$ cat src/rtl/eta_pkg.sv
package eta_pkg;

  typedef enum logic [1:0] {
    CNT_HOLD  = 2'd0,
    CNT_STEP  = 2'd1,
    CNT_CLEAR = 2'd2,
    CNT_PEG   = 2'd3
  } cnt_act_e;

  // Clear wins over counting; a qualified tick at the top pegs.
  function automatic cnt_act_e pick_action(input logic clr,
                                           input logic qualified,
                                           input logic at_top);
    cnt_act_e act;
    if (clr)
      act = CNT_CLEAR;
    else if (qualified && at_top)
      act = CNT_PEG;
    else if (qualified)
      act = CNT_STEP;
    else
      act = CNT_HOLD;
    return act;
  endfunction

endpackage

$ cat src/rtl/eta_counter.sv
module eta_counter #(
  parameter int W = 32
) (
  input  logic         clk,
  input  logic         rst_n,
  input  logic         tick,
  input  logic         ev,
  input  logic         clr,
  output logic [W-1:0] count_q,
  output logic [W-1:0] count_nxt,
  output logic         stepped
);
  import eta_pkg::*;

  localparam logic [W-1:0] TOP = {W{1'b1}};

  function automatic logic [W-1:0] bump(input logic [W-1:0] v);
    return v + {{(W-1){1'b0}}, 1'b1};
  endfunction

  cnt_act_e act;
  logic     qualified;
  logic     at_top;

  assign qualified = tick & ev;
  assign at_top    = (count_q == TOP);
  assign act       = pick_action(clr, qualified, at_top);

  always_comb begin
    unique case (act)
      CNT_CLEAR: count_nxt = '0;
      CNT_STEP:  count_nxt = bump(count_q);
      default:   count_nxt = count_q;
    endcase
  end

  assign stepped = (act == CNT_STEP);

  always_ff @(posedge clk or negedge rst_n) begin
    if (!rst_n)
      count_q <= '0;
    else
      count_q <= count_nxt;
  end

endmodule

$ cat src/rtl/eta_alarm_reg.sv
module eta_alarm_reg #(
  parameter int W = 32
) (
  input  logic         clk,
  input  logic         rst_n,
  input  logic         wr_en,
  input  logic [W-1:0] wr_data,
  output logic [W-1:0] alarm_q,
  output logic         armed
);

  function automatic logic nonzero(input logic [W-1:0] v);
    return |v;
  endfunction

  always_ff @(posedge clk or negedge rst_n) begin
    if (!rst_n)
      alarm_q <= '0;
    else if (wr_en)
      alarm_q <= wr_data;
  end

  assign armed = nonzero(alarm_q);

endmodule

$ cat src/rtl/eta_match_flag.sv
module eta_match_flag #(
  parameter int W = 32
) (
  input  logic         clk,
  input  logic         rst_n,
  input  logic         stepped,
  input  logic [W-1:0] count_nxt,
  input  logic [W-1:0] alarm_q,
  input  logic         armed,
  input  logic         clr,
  output logic         hit,
  output logic         flag_q
);

  function automatic logic is_hit(input logic st, input logic arm,
                                  input logic [W-1:0] nxt,
                                  input logic [W-1:0] tgt);
    return st & arm & (nxt == tgt);
  endfunction

  assign hit = is_hit(stepped, armed, count_nxt, alarm_q);

  always_ff @(posedge clk or negedge rst_n) begin
    if (!rst_n)
      flag_q <= 1'b0;
    else if (clr)
      flag_q <= 1'b0;
    else if (hit)
      flag_q <= 1'b1;
  end

endmodule

$ cat src/rtl/eta_alarm_timer.sv
module eta_alarm_timer #(
  parameter int CNT_W = 32
) (
  input  logic             clk,
  input  logic             rst_n,
  input  logic             qtr_tick,
  input  logic             event_on,
  input  logic             clr_req,
  input  logic             alm_wr_en,
  input  logic [CNT_W-1:0] alm_wr_data,
  output logic [CNT_W-1:0] elapsed,
  output logic [CNT_W-1:0] alarm_val,
  output logic             alarm_flag
);

  logic [CNT_W-1:0] count_nxt;
  logic             step_evt;
  logic             armed;
  logic             hit_evt;

  eta_counter #(.W(CNT_W)) u_counter (
    .clk       (clk),
    .rst_n     (rst_n),
    .tick      (qtr_tick),
    .ev        (event_on),
    .clr       (clr_req),
    .count_q   (elapsed),
    .count_nxt (count_nxt),
    .stepped   (step_evt)
  );

  eta_alarm_reg #(.W(CNT_W)) u_alarm (
    .clk     (clk),
    .rst_n   (rst_n),
    .wr_en   (alm_wr_en),
    .wr_data (alm_wr_data),
    .alarm_q (alarm_val),
    .armed   (armed)
  );

  eta_match_flag #(.W(CNT_W)) u_flag (
    .clk       (clk),
    .rst_n     (rst_n),
    .stepped   (step_evt),
    .count_nxt (count_nxt),
    .alarm_q   (alarm_val),
    .armed     (armed),
    .clr       (clr_req),
    .hit       (hit_evt),
    .flag_q    (alarm_flag)
  );

endmodule

$ cat config.mk
export PLATFORM = sky130hd
export DESIGN_NAME = eta_alarm_timer
export DESIGN_NICKNAME = d
export VERILOG_FILES = /design/src/rtl/eta_pkg.sv /design/src/rtl/eta_counter.sv /design/src/rtl/eta_alarm_reg.sv /design/src/rtl/eta_match_flag.sv /design/src/rtl/eta_alarm_timer.sv
export SDC_FILE = /design/constraint.sdc
export NUM_CORES = 1
export LEC_CHECK = 0
export BUFFER_PORTS_ARGS = -buffer_cell sky130_fd_sc_hd__buf_2
export CORE_ASPECT_RATIO = 0.9
export CORE_MARGIN = 8
export CORE_UTILIZATION = 50
export CTS_CLUSTER_DIAMETER = 120
export DETAILED_ROUTE_END_ITERATION = 10
export GPL_TIMING_DRIVEN = 1
export PLACE_DENSITY_LB_ADDON = 0.12
export SLEW_MARGIN = 20
export SYNTH_ARGS = -nofsm -noshare
export SYNTH_HDL_FRONTEND = slang
export SYNTH_HIERARCHICAL = 1
export SYNTH_SLANG_ARGS = --single-unit
$ cat constraint.sdc
create_clock -name clk -period 4.6 [get_ports clk]
set_clock_uncertainty 0.2 [all_clocks]
set_input_delay 0.46 -clock clk [delete_from_list [all_inputs] [get_ports clk]]
set_output_delay 0.46 -clock clk [all_outputs]
set_load 0.005 [all_outputs]
* Yosys cells after proc, flatten, opt, wreduce, memory -nomap -nowiden
Cells that the tools add are included.
** Cells by class
- Bitwise gates (word level) :: 3
- Add/subtract/negate cells :: 1
- Equal/unequal tests :: 4
- Reductions and logical operators :: 3
- Mux-type cells :: 6
** Operators by type and width (number)
- case mux 32 bit (2 select lines) :: 1
- adder 32 x 1 -> 32 bit (second input constant) :: 1
- == test 32 bit :: 1
- == test 32 bit (second input constant) :: 1
- OR reduction 32 bit :: 1
- two-way mux 2 bit :: 2
- bitwise AND 1 bit :: 3
- two-way mux 1 bit :: 3
- == test 2 x 1 -> 1 bit (second input constant) :: 1
- == test 2 bit (second input constant) :: 1
- nonzero test 2 bit :: 1
- logical AND 1 bit :: 1
** Word-level totals
- Input port bits :: 38
- Flip-flop bits (word level) :: 65
- Word-level logic and storage cells :: 20

* Longest topological paths before layout
- Word-level depth :: 10
- Mapped depth :: 16
- Depth with buffers taken out :: 14

* By module
Netlist, hierarchy kept.
** Modules (own cells, without submodules)
- eta_counter :: cells an instance 172, instances 1, area each 1657.8 sq um
- eta_alarm_reg :: cells an instance 79, instances 1, area each 1275.0 sq um
- eta_match_flag :: cells an instance 53, instances 1, area each 459.2 sq um

* Worst setup path before layout
No wires, ideal clock.
- Path kind :: register to register
- From :: reg u_counter.count_q[8]
- To :: reg u_flag.flag_q
- Library setup time :: 0.104 ns
- Cell stages (with the launch flop) :: 16
- Path buffers :: 2
- Setup slack :: 0.852 ns
- Clock period less this slack :: 3.748 ns
- Arrival time :: 3.445 ns
- Path through :: dfrtp_1 -> nand4_4 -> nor4_4 -> a31oi_1 -> ha_1 -> clkbuf_1 -> nand2b_1 -> nor2_1 -> buf_2 -> nand4_1 -> xor2_1 -> nor2_1 -> xor2_1 -> nor4_2 -> nand3b_1 -> o41ai_2
** Between the ends
- Word-level cells in the longest chain between the ends :: 9
** Ends and longest elaborated chain
- from (decl) :: line eta_counter.sv:9 : output logic [W-1:0] count_q,
- from (signal assigned) :: line eta_counter.sv:43 : count_q <= count_nxt;
- branches (longest 5 deep; another with adder 32 x 1 -> 32 bit)
- case mux 32 bit (2 select lines) * :: line eta_counter.sv:30 : unique case (act)
- named net count_nxt[29] :: line eta_alarm_timer.sv:16 : logic [CNT_W-1:0] count_nxt;
- == test 32 bit * :: line eta_match_flag.sv:18 : return st & arm & (nxt == tgt);
- bitwise AND 1 bit * :: line eta_match_flag.sv:18
- nonzero test 2 bit (no source line) *
- to (signal assigned) :: line eta_match_flag.sv:25 : flag_q <= 1'b0;
- to (signal assigned) :: line eta_match_flag.sv:27 : flag_q <= 1'b0;
- to (signal assigned) :: line eta_match_flag.sv:29 : flag_q <= 1'b1;
- to (decl) :: line eta_match_flag.sv:12 : output logic flag_q
Mark *: on every way through the listed nets, which the timed path passes.
A chain may end at the register's enable or synchronous reset.

* Worst setup path in the final report
- From :: reg u_counter.count_q[5]
- To :: reg u_flag.flag_q
Same word-level chain as after synthesis.

==> results.md <==
* Clock sink count at 65
* Slew HR at 45.3%
* Synth warn at 6
* CTS tree: yes
* DP Wirelength at slightly above 7000 µm
* Via Count at 2,704
* Fin. max-slew vios at 0
* Setup TNS at 0 ns
* Critical path class: flip-flop to flip-flop
* Setup violators final at 0
* Final Power at 0.00126 W
* Final ANT Viol Nets at 0
* Crit path DAT at 4.18 ns
* CTS Buf Count at 9
* Highest clock rate at 0.242 GHz
* Post-DR vias/cell at 5.35
* Syn Std Cell Area at 0.00336 mm²
* RSZ-0062 raised after global routing: no
* CTS Hold Buffers Added at 0
* Clock Tree Root: clkbuf_8
* Final Util at 63.5%
* Clk_lat worst skew at 0.34 ns
* Ratio of final minimum period to clock period at 89.8%
* Tmin final at 4.13 ns
* Post-CTS Setup Bufs at 0
* DRC at 0
* Critical path cell sequence: nand3_1, nor4_4, a31oi_1, ha_1, nand2b_1, nor2_1, buf_4, nand3_4, or3_1, a21oi_1, xor2_1, nor4_1, nand4_1, o41ai_2
* Status: completed
* H-tree depth at 3
* Top Ports at 103
* Synthesized netlist net count at about 340
* Share of layout cells above drive strength 1 at 37.8%
* Gr usage total at 20.0%
* # port buffers at between 100 and 150
* Initial antenna violation count at 0
* Worst R2R Path Depth at 14
* Multi-input gate area at 0.00166 mm²
* Clock buffer depth at 2
* Largest net degree at the start of global routing at between 60 and 70
* Row count at 28
* DR WL/cell at 18.1 µm
* Die H at around 94 µm
* Crit end category: flip-flop
* Die width at 102 µm
* LEAKAGE at 2.02 nW
* Cts repair resizes at 0
* DR iter-0 viols at 129
* Number of global-route vias before repair at 2,829
* Average size of a mapped cell at between 10 and 15 µm²
* First-pass GRT wire length at 14,800 µm
* First-pass DRT Iterations at 4
* Worst-margin pin slew at between 0.8 and 0.9 ns
* CP Depth at 14
* Post-Route WL at 9120 µm
* Initial Util at 51.3%
* Area Growth Syn to Fin at 23.9%
* Slowest cell on the critical path: nor4_4
* Worst path max stage delay at 0.51 ns
* Min-Delay Path Class: primary input to asynchronous set/reset pin
* Pwr dens at about 300 mW/mm²
* DIE AREA at about 0.0096 mm²
* Worst Path Max Fanout at 9
* Peak supply drop at 0.000200 V
* Critical path buffers and inverters at 1
* Crit path max-delay family: simple AND/OR/NAND/NOR gates
* Reg area at 0.00163 mm²
* Number of max-cap violations at 0
* Reg clk slew, reported paths at 0.07 ns
* Final Net Count at between 400 and 500
* N_diodes at 0
* Startpoint type of the worst setup path: flip-flop
* Final hold violation count at 0
* Core Region at 0.00655 mm²
* Required time of the critical path at 4.64 ns
* FILL cells at 563
* GRT Residual Overflow at 0
* Synth Instances at 299
* RD Place Congestion at ~0.85
[layer usage]
layer / wire, µm / GRT usage (%)
met5: 0 / 0
met4: 133 / 6.23
met3: 702 / 5.56
met2: 4150 / 30.8
met1: 4130 / 26.5
[placed cells by master (no fill, tap or decap), drive strengths merged, types with 2 or more instances in the layout]
master,instances
a21o,3
a21oi,3
and2,2
and3,4
buf,108
clkbuf,10
clkinv,4
dfrtp,65
ha,2
inv,3
mux2,32
nand2,13
nand2b,3
nand3,15
nand4,15
nor2,31
nor2b,2
nor3,3
nor4,21
o21ai,6
or3,5
xnor2,8
xor2,48
[final timing paths]
| path | from | to | slack, ns |
|---|---|---|---|
| setup / recovery | u_counter/count_q[5] | u_flag/flag_q | 0.47 |
| hold / removal | rst_n | u_counter/count_q[7] | 0.09 |
| setup reg to reg | u_counter/count_q[5] | u_flag/flag_q | 0.47 |
| hold reg to reg | u_flag/flag_q | u_flag/flag_q | 0.32 |
| max in group asynchronous | rst_n | u_counter/count_q[31] | 3.56 |
| min in group clk | alm_wr_data[4] | u_alarm/alarm_q[4] | 0.13 |
[worst reg2reg max path, cell delays in order, from the launching register on]
cell      delay (ns)
dfrtp_1         0.45
nand3_1         0.22
nor4_4          0.52
a31oi_1         0.15
ha_1            0.41
nand2b_1        0.25
nor2_1          0.17
buf_4           0.18
nand3_4         0.10
or3_1           0.33
a21oi_1         0.26
xor2_1          0.12
nor4_1          0.32
nand4_1         0.16
o41ai_2         0.20
[metrics by stage]
stage,cells,hold slack (ns),setup WS (ns),cell area [µm²]
finish,505,0.0881,0.469,4160
global route,505,0.105,0.0649,4160
CTS,505,0.113,0.449,4160
detailed placement,489,0.305,0.476,3970
global placement,489,0.311,0.550,3970
floorplan,299,-0.0356,0.901,3360
[layout make-up]
| class | count | area share [%] |
|---|---|---|
| clock inverters | 6 | 1.65 |
| clock buffers | 10 | 3.07 |
| repair buffers | 108 | 13.3 |
| multi-input cells | 223 | 39.9 |
| well taps | 90 | 2.71 |
| flip-flops and latches | 65 | 39.1 |
| inverters | 3 | 0.271 |
[power breakdown]
part           leakage (nW)  internal (W)  total [W]  switching, W
registers             0.835      0.000600   0.000639     0.0000390
clock network        0.0964      0.000252   0.000477      0.000225
logic                  1.09     0.0000744   0.000143     0.0000685
[state kept, by name (all words and copies together), names as in the netlist]
| signal | flops |
|---|---|
| u_counter/count_q | 32 |
| u_alarm/alarm_q | 32 |
| u_flag/flag_q | 1 |
Power figures use the tool's default switching activity.
